### src/rtl/cmdq_pkg.sv
package cmdq_pkg;
  localparam int CMD_BYTES  = 32;
  localparam int CMD_SHIFT  = 5;
  localparam int PAGE_SHIFT = 12;
  localparam int PAGES_W    = 8;
  localparam int OFFS_W     = 20;
  localparam int IDX_W      = OFFS_W - CMD_SHIFT;
  localparam int RING_W     = OFFS_W + 1;
  localparam int REG_DW     = 32;
  localparam int DESC_W     = 64;

  typedef enum logic [2:0] {
    REG_CTRL    = 3'd0,
    REG_RSVD    = 3'd1,
    REG_DESC_LO = 3'd2,
    REG_DESC_HI = 3'd3,
    REG_PROD_LO = 3'd4,
    REG_PROD_HI = 3'd5,
    REG_CONS_LO = 3'd6,
    REG_CONS_HI = 3'd7
  } reg_sel_e;

  typedef enum logic [1:0] {
    FS_IDLE = 2'd0,
    FS_MEM  = 2'd1,
    FS_HOLD = 2'd2
  } fetch_state_e;

  function automatic logic [REG_DW-1:0] idx_to_word(input logic [IDX_W-1:0] idx);
    return {{(REG_DW-OFFS_W){1'b0}}, idx, {CMD_SHIFT{1'b0}}};
  endfunction
endpackage

### src/rtl/cmdq_regfile.sv
module cmdq_regfile
  import cmdq_pkg::*;
#(
  parameter int RADDR_W = 8
) (
  input  logic                 clk_i,
  input  logic                 rst_ni,
  input  logic                 wr_i,
  input  logic [RADDR_W-1:0]   addr_i,
  input  logic [REG_DW-1:0]    wdata_i,
  input  logic [IDX_W-1:0]     prod_idx_i,
  input  logic [IDX_W-1:0]     cons_idx_i,
  output logic [REG_DW-1:0]    rdata_o,
  output logic                 en_o,
  output logic [DESC_W-1:0]    desc_o,
  output logic                 prod_wr_o,
  output logic                 clr_cons_o
);
  logic     in_win;
  reg_sel_e sel;
  logic     ctrl_wr, desc_lo_wr, desc_hi_wr;
  logic     en_q;
  logic [DESC_W-1:0] desc_q;

  assign in_win = ((addr_i >> 5) == '0);
  assign sel    = reg_sel_e'(addr_i[4:2]);

  assign ctrl_wr    = wr_i && (addr_i == '0);
  assign desc_lo_wr = wr_i && in_win && (sel == REG_DESC_LO) && !en_q;
  assign desc_hi_wr = wr_i && in_win && (sel == REG_DESC_HI) && !en_q;
  assign prod_wr_o  = wr_i && in_win && (sel == REG_PROD_LO);
  assign clr_cons_o = desc_lo_wr || desc_hi_wr;

  always_ff @(posedge clk_i or negedge rst_ni) begin
    if (!rst_ni) begin
      en_q   <= 1'b0;
      desc_q <= '0;
    end else begin
      if (ctrl_wr)    en_q                 <= wdata_i[0];
      if (desc_lo_wr) desc_q[REG_DW-1:0]   <= wdata_i;
      if (desc_hi_wr) desc_q[DESC_W-1:REG_DW] <= wdata_i;
    end
  end

  always_comb begin
    rdata_o = '0;
    if (in_win) begin
      unique case (sel)
        REG_CTRL:    rdata_o = {1'b1, {(REG_DW-2){1'b0}}, en_q};
        REG_DESC_LO: rdata_o = desc_q[REG_DW-1:0];
        REG_DESC_HI: rdata_o = desc_q[DESC_W-1:REG_DW];
        REG_PROD_LO: rdata_o = idx_to_word(prod_idx_i);
        REG_CONS_LO: rdata_o = idx_to_word(cons_idx_i);
        default:     rdata_o = '0;
      endcase
    end
  end

  assign en_o   = en_q;
  assign desc_o = desc_q;
endmodule

### src/rtl/cmdq_ptrs.sv
module cmdq_ptrs
  import cmdq_pkg::*;
(
  input  logic              clk_i,
  input  logic              rst_ni,
  input  logic [RING_W-1:0] ring_bytes_i,
  input  logic              sw_wr_i,
  input  logic [IDX_W-1:0]  sw_idx_i,
  input  logic              clr_cons_i,
  input  logic              adv_i,
  input  logic              err_i,
  output logic [IDX_W-1:0]  prod_idx_o,
  output logic [IDX_W-1:0]  cons_idx_o
);
  logic [IDX_W-1:0]  prod_q, cons_q, cons_nxt;
  logic [RING_W-1:0] cand_bytes, inc_bytes;
  logic              cand_ok, at_end;

  assign cand_bytes = {1'b0, sw_idx_i, {CMD_SHIFT{1'b0}}};
  assign cand_ok    = (cand_bytes <= ring_bytes_i);

  assign inc_bytes  = {1'b0, cons_q, {CMD_SHIFT{1'b0}}} + RING_W'(CMD_BYTES);
  assign at_end     = (inc_bytes >= ring_bytes_i);
  assign cons_nxt   = at_end ? '0 : cons_q + IDX_W'(1);

  always_ff @(posedge clk_i or negedge rst_ni) begin
    if (!rst_ni) begin
      prod_q <= '0;
      cons_q <= '0;
    end else begin
      // fetch error rollback wins over a same-cycle software update
      if (err_i)                   prod_q <= cons_q;
      else if (sw_wr_i && cand_ok) prod_q <= sw_idx_i;
      if (clr_cons_i)  cons_q <= '0;
      else if (adv_i)  cons_q <= cons_nxt;
    end
  end

  assign prod_idx_o = prod_q;
  assign cons_idx_o = cons_q;
endmodule

### src/rtl/cmdq_fetch.sv
module cmdq_fetch
  import cmdq_pkg::*;
#(
  parameter int CMD_W = 256,
  parameter int PA_W  = 48
) (
  input  logic             clk_i,
  input  logic             rst_ni,
  input  logic             en_i,
  input  logic [IDX_W-1:0] prod_idx_i,
  input  logic [IDX_W-1:0] cons_idx_i,
  input  logic [PA_W-1:0]  ring_base_i,
  output logic             mem_req_o,
  output logic [PA_W-1:0]  mem_addr_o,
  input  logic             mem_rsp_valid_i,
  input  logic             mem_rsp_err_i,
  input  logic [CMD_W-1:0] mem_rsp_data_i,
  output logic             cmd_valid_o,
  input  logic             cmd_ready_i,
  output logic [CMD_W-1:0] cmd_data_o,
  output logic             adv_o,
  output logic             err_o
);
  fetch_state_e     state_q;
  logic [PA_W-1:0]  addr_q;
  logic [CMD_W-1:0] data_q;
  logic             pending;

  assign pending = en_i && (cons_idx_i != prod_idx_i);

  always_ff @(posedge clk_i or negedge rst_ni) begin
    if (!rst_ni) begin
      state_q <= FS_IDLE;
      addr_q  <= '0;
      data_q  <= '0;
    end else begin
      unique case (state_q)
        FS_IDLE: if (pending) begin
          addr_q  <= ring_base_i + PA_W'({cons_idx_i, {CMD_SHIFT{1'b0}}});
          state_q <= FS_MEM;
        end
        FS_MEM: if (mem_rsp_valid_i) begin
          if (mem_rsp_err_i) state_q <= FS_IDLE;
          else begin
            data_q  <= mem_rsp_data_i;
            state_q <= FS_HOLD;
          end
        end
        FS_HOLD: if (cmd_ready_i) state_q <= FS_IDLE;
        default: state_q <= FS_IDLE;
      endcase
    end
  end

  assign mem_req_o   = (state_q == FS_MEM);
  assign mem_addr_o  = addr_q;
  assign cmd_valid_o = (state_q == FS_HOLD);
  assign cmd_data_o  = data_q;
  assign adv_o       = (state_q == FS_HOLD) && cmd_ready_i;
  assign err_o       = (state_q == FS_MEM) && mem_rsp_valid_i && mem_rsp_err_i;
endmodule

### src/rtl/cmdq_ctrl.sv
module cmdq_ctrl
  import cmdq_pkg::*;
#(
  parameter int RADDR_W = 8,
  parameter int CMD_W   = 256,
  parameter int PA_W    = 48
) (
  input  logic               clk_i,
  input  logic               rst_ni,
  input  logic               reg_wr_i,
  input  logic [RADDR_W-1:0] reg_addr_i,
  input  logic [REG_DW-1:0]  reg_wdata_i,
  output logic [REG_DW-1:0]  reg_rdata_o,
  output logic               mem_req_o,
  output logic [PA_W-1:0]    mem_addr_o,
  input  logic               mem_rsp_valid_i,
  input  logic               mem_rsp_err_i,
  input  logic [CMD_W-1:0]   mem_rsp_data_i,
  output logic               cmd_valid_o,
  input  logic               cmd_ready_i,
  output logic [CMD_W-1:0]   cmd_data_o
);
  logic              en;
  logic [DESC_W-1:0] desc_q;
  logic [IDX_W-1:0]  prod_idx, cons_idx;
  logic [RING_W-1:0] ring_bytes;
  logic [PA_W-1:0]   ring_base;
  logic              prod_wr, clr_cons, adv, fetch_err;

  assign ring_bytes = (RING_W'(desc_q[PAGES_W-1:0]) + RING_W'(1)) << PAGE_SHIFT;
  assign ring_base  = {desc_q[PA_W-1:PAGE_SHIFT], {PAGE_SHIFT{1'b0}}};

  cmdq_regfile #(.RADDR_W(RADDR_W)) i_regfile (
    .clk_i      (clk_i),
    .rst_ni     (rst_ni),
    .wr_i       (reg_wr_i),
    .addr_i     (reg_addr_i),
    .wdata_i    (reg_wdata_i),
    .prod_idx_i (prod_idx),
    .cons_idx_i (cons_idx),
    .rdata_o    (reg_rdata_o),
    .en_o       (en),
    .desc_o     (desc_q),
    .prod_wr_o  (prod_wr),
    .clr_cons_o (clr_cons)
  );

  cmdq_ptrs i_ptrs (
    .clk_i        (clk_i),
    .rst_ni       (rst_ni),
    .ring_bytes_i (ring_bytes),
    .sw_wr_i      (prod_wr),
    .sw_idx_i     (reg_wdata_i[OFFS_W-1:CMD_SHIFT]),
    .clr_cons_i   (clr_cons),
    .adv_i        (adv),
    .err_i        (fetch_err),
    .prod_idx_o   (prod_idx),
    .cons_idx_o   (cons_idx)
  );

  cmdq_fetch #(.CMD_W(CMD_W), .PA_W(PA_W)) i_fetch (
    .clk_i           (clk_i),
    .rst_ni          (rst_ni),
    .en_i            (en),
    .prod_idx_i      (prod_idx),
    .cons_idx_i      (cons_idx),
    .ring_base_i     (ring_base),
    .mem_req_o       (mem_req_o),
    .mem_addr_o      (mem_addr_o),
    .mem_rsp_valid_i (mem_rsp_valid_i),
    .mem_rsp_err_i   (mem_rsp_err_i),
    .mem_rsp_data_i  (mem_rsp_data_i),
    .cmd_valid_o     (cmd_valid_o),
    .cmd_ready_i     (cmd_ready_i),
    .cmd_data_o      (cmd_data_o),
    .adv_o           (adv),
    .err_o           (fetch_err)
  );
endmodule

### config.mk
export PLATFORM = sky130hd
export DESIGN_NAME = cmdq_ctrl
export DESIGN_NICKNAME = d
export VERILOG_FILES = /design/src/rtl/cmdq_pkg.sv /design/src/rtl/cmdq_regfile.sv /design/src/rtl/cmdq_ptrs.sv /design/src/rtl/cmdq_fetch.sv /design/src/rtl/cmdq_ctrl.sv
export SDC_FILE = /design/constraint.sdc
export NUM_CORES = 1
export LEC_CHECK = 0
export BUFFER_PORTS_ARGS = -buffer_cell sky130_fd_sc_hd__buf_2
export CAP_MARGIN = 20
export CORE_AREA = 2 2 246 248
export DETAILED_ROUTE_END_ITERATION = 8
export DIE_AREA = 0 0 248 250
export PLACE_DENSITY = 0.55
export SYNTH_ARGS = -nofsm -noshare
export SYNTH_HDL_FRONTEND = slang
export SYNTH_SLANG_ARGS = --single-unit
export TNS_END_PERCENT = 10
### constraint.sdc
create_clock -name clk_i -period 3.4 [get_ports clk_i]
set_clock_uncertainty 0.1 [all_clocks]
set_input_delay 0.68 -clock clk_i [delete_from_list [all_inputs] [get_ports clk_i]]
set_output_delay 0.68 -clock clk_i [all_outputs]
set_load 0.005 [all_outputs]
==> metrics.md, run 1 <==
| Metric | Value |
|---|---|
| Outcome | finished clean |
| Synth top area share | 0.566 |
| Setup Total Neg Slack | 0 ns |
| Post-synth top area cell | dfrtp_1 |
| FF+latch count, synth | a little under 400 |
| Count of final max-slew check failures | 0 |
| Initial antenna violation count | 16 |
| Post-Syn Instances | around 1.4k |
| Die ar. | 62000 um^2 |
| Final Cycle Share | 0.926 |
| Largest net degree at the start of global routing | around 90 |
| Synth warn | 0 |
| Post-synth EDFFs | 0 |
| DPL Wire Length | approximately 47000 um |
| Worst Max-Slew Pin Slew | 0.620 ns |
| CP max FO | 10 |
| Layout cells sized above 1 | 0.552 |
| Core Region | 59600 um^2 |
| Fillcell total | 5823 |
| Crit Path Class | reg -> reg |
| Final WS setup | between 0.2 and 0.3 ns |
| Tmin final | between 3 and 4 ns |
| Power Density | 672 nW/um^2 |
| Layout area overhead | 34.4% |
| Placer Congestion | around 0.85 |
| DR WL/cell | 21.2 um |
| Crit path capture type | flip-flop |
| Die W | around 250 um |
| Async set or reset register ratio after synthesis | 1.00 |
| First DRT Iteration DRCs | 642 |
| First-pass GRT wire length | 89700 um |
| Setup slack at placement | between 0.1 and 0.15 ns |
| Final ANT Viol Nets | 0 |
| Vias in the first global route | approximately 14k |
| Drt total wl | roughly 60000 um |
| Fin Hold WS | 0.241 ns |
| TritonCTS Buffers | 47 |
| Total track usage | 0.192 |
| # IOs | 640 |
| HP Class | in -> reg |
| Most frequent cells in the layout | 633 x buf_2, 396 x dfrtp_1, 324 x mux2_2 |
| Vias/cell | about 4.7 |
| Clock tree buffer depth | 3 |
| Static leakage | between 10 and 15 nW |
| Rows | 90 |
| Total placed instance area | ~22000 um^2 |
| Synth area leaders | dfrtp_1 57%, mux2_2 21%, ha_1 1.9% |
| Drt first pass iters | 5 |
| Port Buf Inserts | 634 |
| Clock tree sinks | ~400 |
| Design area | roughly 24000 um^2 |
| Slew headroom | 0.583 |
| Fmax | ~0.32 GHz |
| DRC viols | 0 |
| Via count | roughly 13k |
| CTS tree | built |
| Mapped Area | roughly 18000 um^2 |
| Non-filler instance count after layout | approximately 2.8k |
| CTS clk-pin slew, worst paths | ~0.07 ns |
| RSZ-0062 raised after global routing | false |
| Avg Inst Size Synth | roughly 13 um^2 |
| Prevailing post-synth register cell | dfrtp_1 |
| Inst Count DP | 2758 |
| VDD IR max | approximately 0.44 mV |
| Worst-Skew Late Latency | 0.57 ns |
| Most common cell after layout, fill and taps aside | buf_2 |
| Total grt overflow | 0 |
| Critical path launch point type | flip-flop |
| Seq/Total Area, Yosys | 0.566 |
| CTS H-tree lvls | 2 |
| Starting Density | 0.294 |
| Unique masters post-synth | 60 |
| Maxcap violations | 0 |
| Height of the die | roughly 250 um |
| # nets final | 2356 |
| CTS root buf | clkbuf_16 |
| Hold Vio Cnt, Final | 0 |
| Worst endpoint required time | 3.74 ns |
| Number of setup buffers added after CTS | 0 |
| Final setup vio count | 0 |
| CP Data Arrival Time | ~3.5 ns |
-- power by group --
| part | leakage, nW | internal, mW | switching [mW] |
|---|---|---|---|
| Clock | 0.782 | 3.22 | 2.01 |
| Combinational | 6.17 | 2.04 | 1.73 |
| Sequential | 5.15 | 6.02 | 0.803 |
| Total | 12.1 | 11.3 | 4.54 |
-- stage by stage --
stage / power, mW / util
global placement: 10.6 / 0.368
detailed placement: 10.7 / 0.368
finish: 15.8 / 0.395
floorplan: 8.43 / -
CTS: 16.1 / 0.395
global route: 16.7 / 0.395
-- state kept, by name, indices dropped and copies added (netlist names) --
register            cells
i_regfile.en_o          1
i_fetch.cmd_data_o    256
i_regfile.desc_o       64
i_fetch.state_q         2
i_ptrs.prod_idx_o      15
i_ptrs.cons_idx_o      15
i_fetch.mem_addr_o     43
-- worst max-delay path: stages (launching register included) --
cell and delay (ns):
dfrtp_1 0.35, buf_4 0.18, and3_1 0.23, nand3_2 0.13, nor2_4 0.13, nand3_1 0.13, xnor2_1 0.15, ha_1 0.30
nand4_1 0.16, a2111oi_2 0.36, o311ai_1 0.17, and3_1 0.24, and3_1 0.18, a211o_1 0.21
-- logic make-up after synthesis --
logic type	Yosys count	synth area share
and+or+nand+nor	254	0.0716
adders and majority gates	28	0.0204
DFF	396	0.566
AOI/OAI and AO/OA	155	0.0589
xor gates and xnor gates	62	0.0310
other	1	0.000214
buffers and inverters	100	0.0260
muxes	355	0.226
-- synthesized netlist by cell type (2+ instances only) --
| master | n |
|---|---|
| o221a_2 | 14 |
| nand3_1 | 28 |
| xnor2_1 | 29 |
| o21ai_1 | 5 |
| clkbuf_1 | 32 |
| a211o_1 | 2 |
| and4_1 | 3 |
| buf_2 | 36 |
| inv_1 | 18 |
| nor2b_1 | 6 |
| a21boi_0 | 2 |
| nand2_1 | 82 |
| mux2i_1 | 31 |
| a21o_1 | 5 |
| o211ai_1 | 2 |
| nor4_1 | 8 |
| ha_1 | 27 |
| o31ai_1 | 3 |
| or4_1 | 2 |
| nor3_1 | 19 |
| xor2_1 | 33 |
| buf_4 | 7 |
| mux2_2 | 324 |
| a31oi_1 | 3 |
| nand4_1 | 14 |
| o21ai_0 | 65 |
| and2_1 | 2 |
| or2_2 | 13 |
| a211oi_1 | 2 |
| a22oi_1 | 15 |
| a31o_2 | 2 |
| nor4b_1 | 2 |
| a22o_1 | 6 |
| o21bai_1 | 2 |
| buf_1 | 5 |
| and3_1 | 10 |
| a2111oi_2 | 2 |
| nand2b_1 | 7 |
| dfrtp_1 | 396 |
| nor2_1 | 49 |
| or3_1 | 3 |
| o21a_1 | 2 |
| a21oi_1 | 16 |
-- layout make-up --
| type | instances | area, um^2 | share of cell area |
|---|---|---|---|
| clock buffers | 65 | 1310 | 0.0558 |
| inverters | 18 | 67.6 | 0.00287 |
| flip-flops and latches | 396 | 9910 | 0.421 |
| well taps | 782 | 978 | 0.0416 |
| clock inverters | 17 | 272 | 0.0115 |
| repair buffers | 704 | 3800 | 0.161 |
| multi-input cells | 859 | 7180 | 0.305 |
| diodes | 5 | 12.5 | 0.000532 |
-- layer usage --
metal | track usage | vias to the layer above | routed length, um
li1 | - | 6144 | -
met5 | 0 | - | 0
met1 | 0.224 | 6687 | 23400
met3 | 0.0538 | 122 | 4350
met2 | 0.336 | 460 | 30700
met4 | 0.0640 | 0 | 2000
-- repair_timing --
action,CTS,global route
hold buffers,1,0
resized for setup,0,3
setup endpoints to repair,0,8
endpoints found under the hold margin,10,0
-- final timing paths --
check / depth (start not counted) / start / to / slack, ns
min in group asynchronous: 2 / rst_ni / i_regfile.desc_o[19] / 0.62
max in group asynchronous: 3 / rst_ni / i_fetch.cmd_data_o[3] / 1.70
max: 13 / i_ptrs.cons_idx_o[0] / i_ptrs.cons_idx_o[13] / 0.25
max reg2reg: 13 / i_ptrs.cons_idx_o[0] / i_ptrs.cons_idx_o[13] / 0.25
min: 2 / mem_rsp_data_i[42] / i_fetch.cmd_data_o[42] / 0.24
min reg2reg: 2 / i_fetch.mem_addr_o[24] / i_fetch.mem_addr_o[24] / 0.38
Power figures use the tool's default switching activity.
==> inputs of run 2 (changes only) <==
--- a/config.mk
+++ b/config.mk
@@ -7,10 +7,11 @@
 export LEC_CHECK = 0
 export BUFFER_PORTS_ARGS = -buffer_cell sky130_fd_sc_hd__buf_2
 export CAP_MARGIN = 20
-export CORE_AREA = 2 2 246 248
+export CORE_AREA = 2 2 251 253
+export CTS_BUF_LIST = sky130_fd_sc_hd__clkbuf_4
 export DETAILED_ROUTE_END_ITERATION = 8
-export DIE_AREA = 0 0 248 250
-export PLACE_DENSITY = 0.55
+export DIE_AREA = 0 0 253 255
+export PLACE_DENSITY = 0.54
 export SYNTH_ARGS = -nofsm -noshare
 export SYNTH_HDL_FRONTEND = slang
 export SYNTH_SLANG_ARGS = --single-unit
==> metrics.md, run 2 (synthesis gave the netlist of run 1 again) <==
| Metric | Value |
|---|---|
| Static leakage | around 13 nW |
| Final setup vio count | 0 |
| Slew headroom | 0.545 |
| Initial antenna violation count | 7 |
| Worst Max-Slew Pin Slew | 0.682 ns |
| VDD IR max | roughly 0.35 mV |
| Placer Congestion | 0.876 |
| Worst-Skew Late Latency | just under 0.9 ns |
| # nets final | ~2.7k |
| Total placed instance area | about 22000 um^2 |
| Clock tree buffer depth | 3 |
| HP Class | in -> reg |
| Port Buf Inserts | 634 |
| Reg2Reg Depth | 12 |
| Most common cell after layout, fill and taps aside | buf_2 |
| Total Power | between 15 and 20 mW |
| Rows | 92 |
| CTS clk-pin slew, worst paths | 0.07 ns |
| Design area | 26200 um^2 |
| Final Cycle Share | 0.950 |
| Tmin final | 3.23 ns |
| Critical path, cell by cell | and3_4, nand3_1, buf_4, or3_1, and2_1, ha_1, nand3_1, a2111oi_4, o311ai_2, and3_2, and3_1, a211o_1 |
| CP Data Arrival Time | ~3.9 ns |
| First-pass GRT wire length | roughly 94000 um |
| Fin Hold WS | around 0.14 ns |
| Crit Path Class | reg -> reg |
| CP delay by family, top | simple AND/OR/NAND/NOR gates |
| DRC viols | 0 |
| Maxcap violations | 0 |
| Outcome | finished clean |
| Clock tree sinks | slightly below 400 |
| DPL Wire Length | roughly 46000 um |
| Most frequent cells in the layout | 633 x buf_2, 396 x dfrtp_1, 324 x mux2_2 |
| Slowest CP cell | dfrtp_1 |
| Worst Hold Depth | 2 |
| Worst path max stage delay | approximately 0.43 ns |
| Setup Total Neg Slack | 0 ns |
| CTS H-tree lvls | 3 |
| Cell count along the critical path | 12 |
| Height of the die | roughly 260 um |
| Die W | approximately 250 um |
| Vias/cell | 4.60 |
| Power Density | between 500 and 600 nW/um^2 |
| Total track usage | 0.189 |
| RSZ-0062 raised after global routing | false |
| Largest net degree at the start of global routing | between 70 and 80 |
| Vias in the first global route | ~16k |
| Layout area overhead | 49.8% |
| Final ANT Viol Nets | 0 |
| Core Region | about 62000 um^2 |
| Count of final max-slew check failures | 0 |
| # IOs | 640 |
| Max reg flops | between 200 and 300 |
| CP max FO | 6 |
| Hold Vio Cnt, Final | 0 |
| Crit path capture type | flip-flop |
| DR WL/cell | a little under 20 um |
| Fmax | about 0.31 GHz |
| Critical path launch point type | flip-flop |
| Drt total wl | approximately 64000 um |
| CTS tree | built |
| Setup slack at placement | 0.0993 ns |
| Drt first pass iters | 5 |
| Final WS setup | around 0.17 ns |
| Crit-path most repeated cell | nand3_1 |
| Starting Density | 0.282 |
| TritonCTS Buffers | 110 |
| Via count | 15.0k |
| CTS root buf | clkbuf_4 |
| Layout cells sized above 1 | 0.504 |
| Non-filler instance count after layout | ~3.3k |
| Buf/Inv on CP | 1 |
| Worst endpoint required time | around 4.0 ns |
| Die ar. | about 65000 um^2 |
| First DRT Iteration DRCs | ~670 |
| Util after Layout | 0.422 |
| Inst Count DP | between 2k and 3k |
| Total grt overflow | 0 |
-- run 2: changes by cell type in the layout (fill, tap and decap cells not counted), moves of 4 or more --
cell	delta
clkinv_2	-5
clkbuf_16	-47
clkbuf_4	+172
clkbuf_1	-11
clkinv_1	+21
diode_2	+4
bufinv_16	-7
clkbuf_8	-7
buf_4	-12
dlygate4sd3_1	+289
-- run 2: timing repair --
item | 4_1_cts | 5_1_grt
gates resized for setup | 0 | 9
setup buffers | 0 | 1
hold buffers | 290 | 0
setup endpoints to repair | 0 | 14
hold endpoints to repair | 387 | 0
-- run 2: where the power goes --
part           internal (mW)  total, mW  switching, mW
Sequential              6.02       6.90          0.875
Combinational           2.26       4.02           1.77
Clock                   2.29       4.44           2.15
Total                   10.6       15.4           4.79
-- run 2: layout make-up --
cell class / count / area [um^2]
fillers: 5886 / 35900
diodes: 9 / 22.5
multi-input cells: 859 / 7230
clock buffers: 172 / 1290
clock inverters: 28 / 128
flip-flops and latches: 396 / 9910
well taps: 799 / 1000
inverters: 18 / 67.6
repair buffers: 981 / 6600
-- run 2: metal layers --
metal	global-route usage	part of all wire	routed length, um	vias to the layer above
li1	-	-	-	6894
met1	0.218	0.39	25000	7398
met2	0.321	0.50	31700	564
met3	0.0654	0.077	4870	140
met4	0.0751	0.032	2050	4
met5	0	0.00035	22	-
-- run 2: path summary, 6_finish.rpt --
check,startpoint,endpoint,slack [ns]
min,reg_wdata_i[9],i_regfile.desc_o[41],0.14
min in group asynchronous,rst_ni,i_regfile.desc_o[16],0.32
min reg2reg,i_fetch.mem_addr_o[27],i_fetch.mem_addr_o[27],0.38
max in group asynchronous,rst_ni,i_fetch.cmd_data_o[48],1.90
max,i_ptrs.cons_idx_o[2],i_ptrs.cons_idx_o[13],0.17
max reg2reg,i_ptrs.cons_idx_o[2],i_ptrs.cons_idx_o[13],0.17
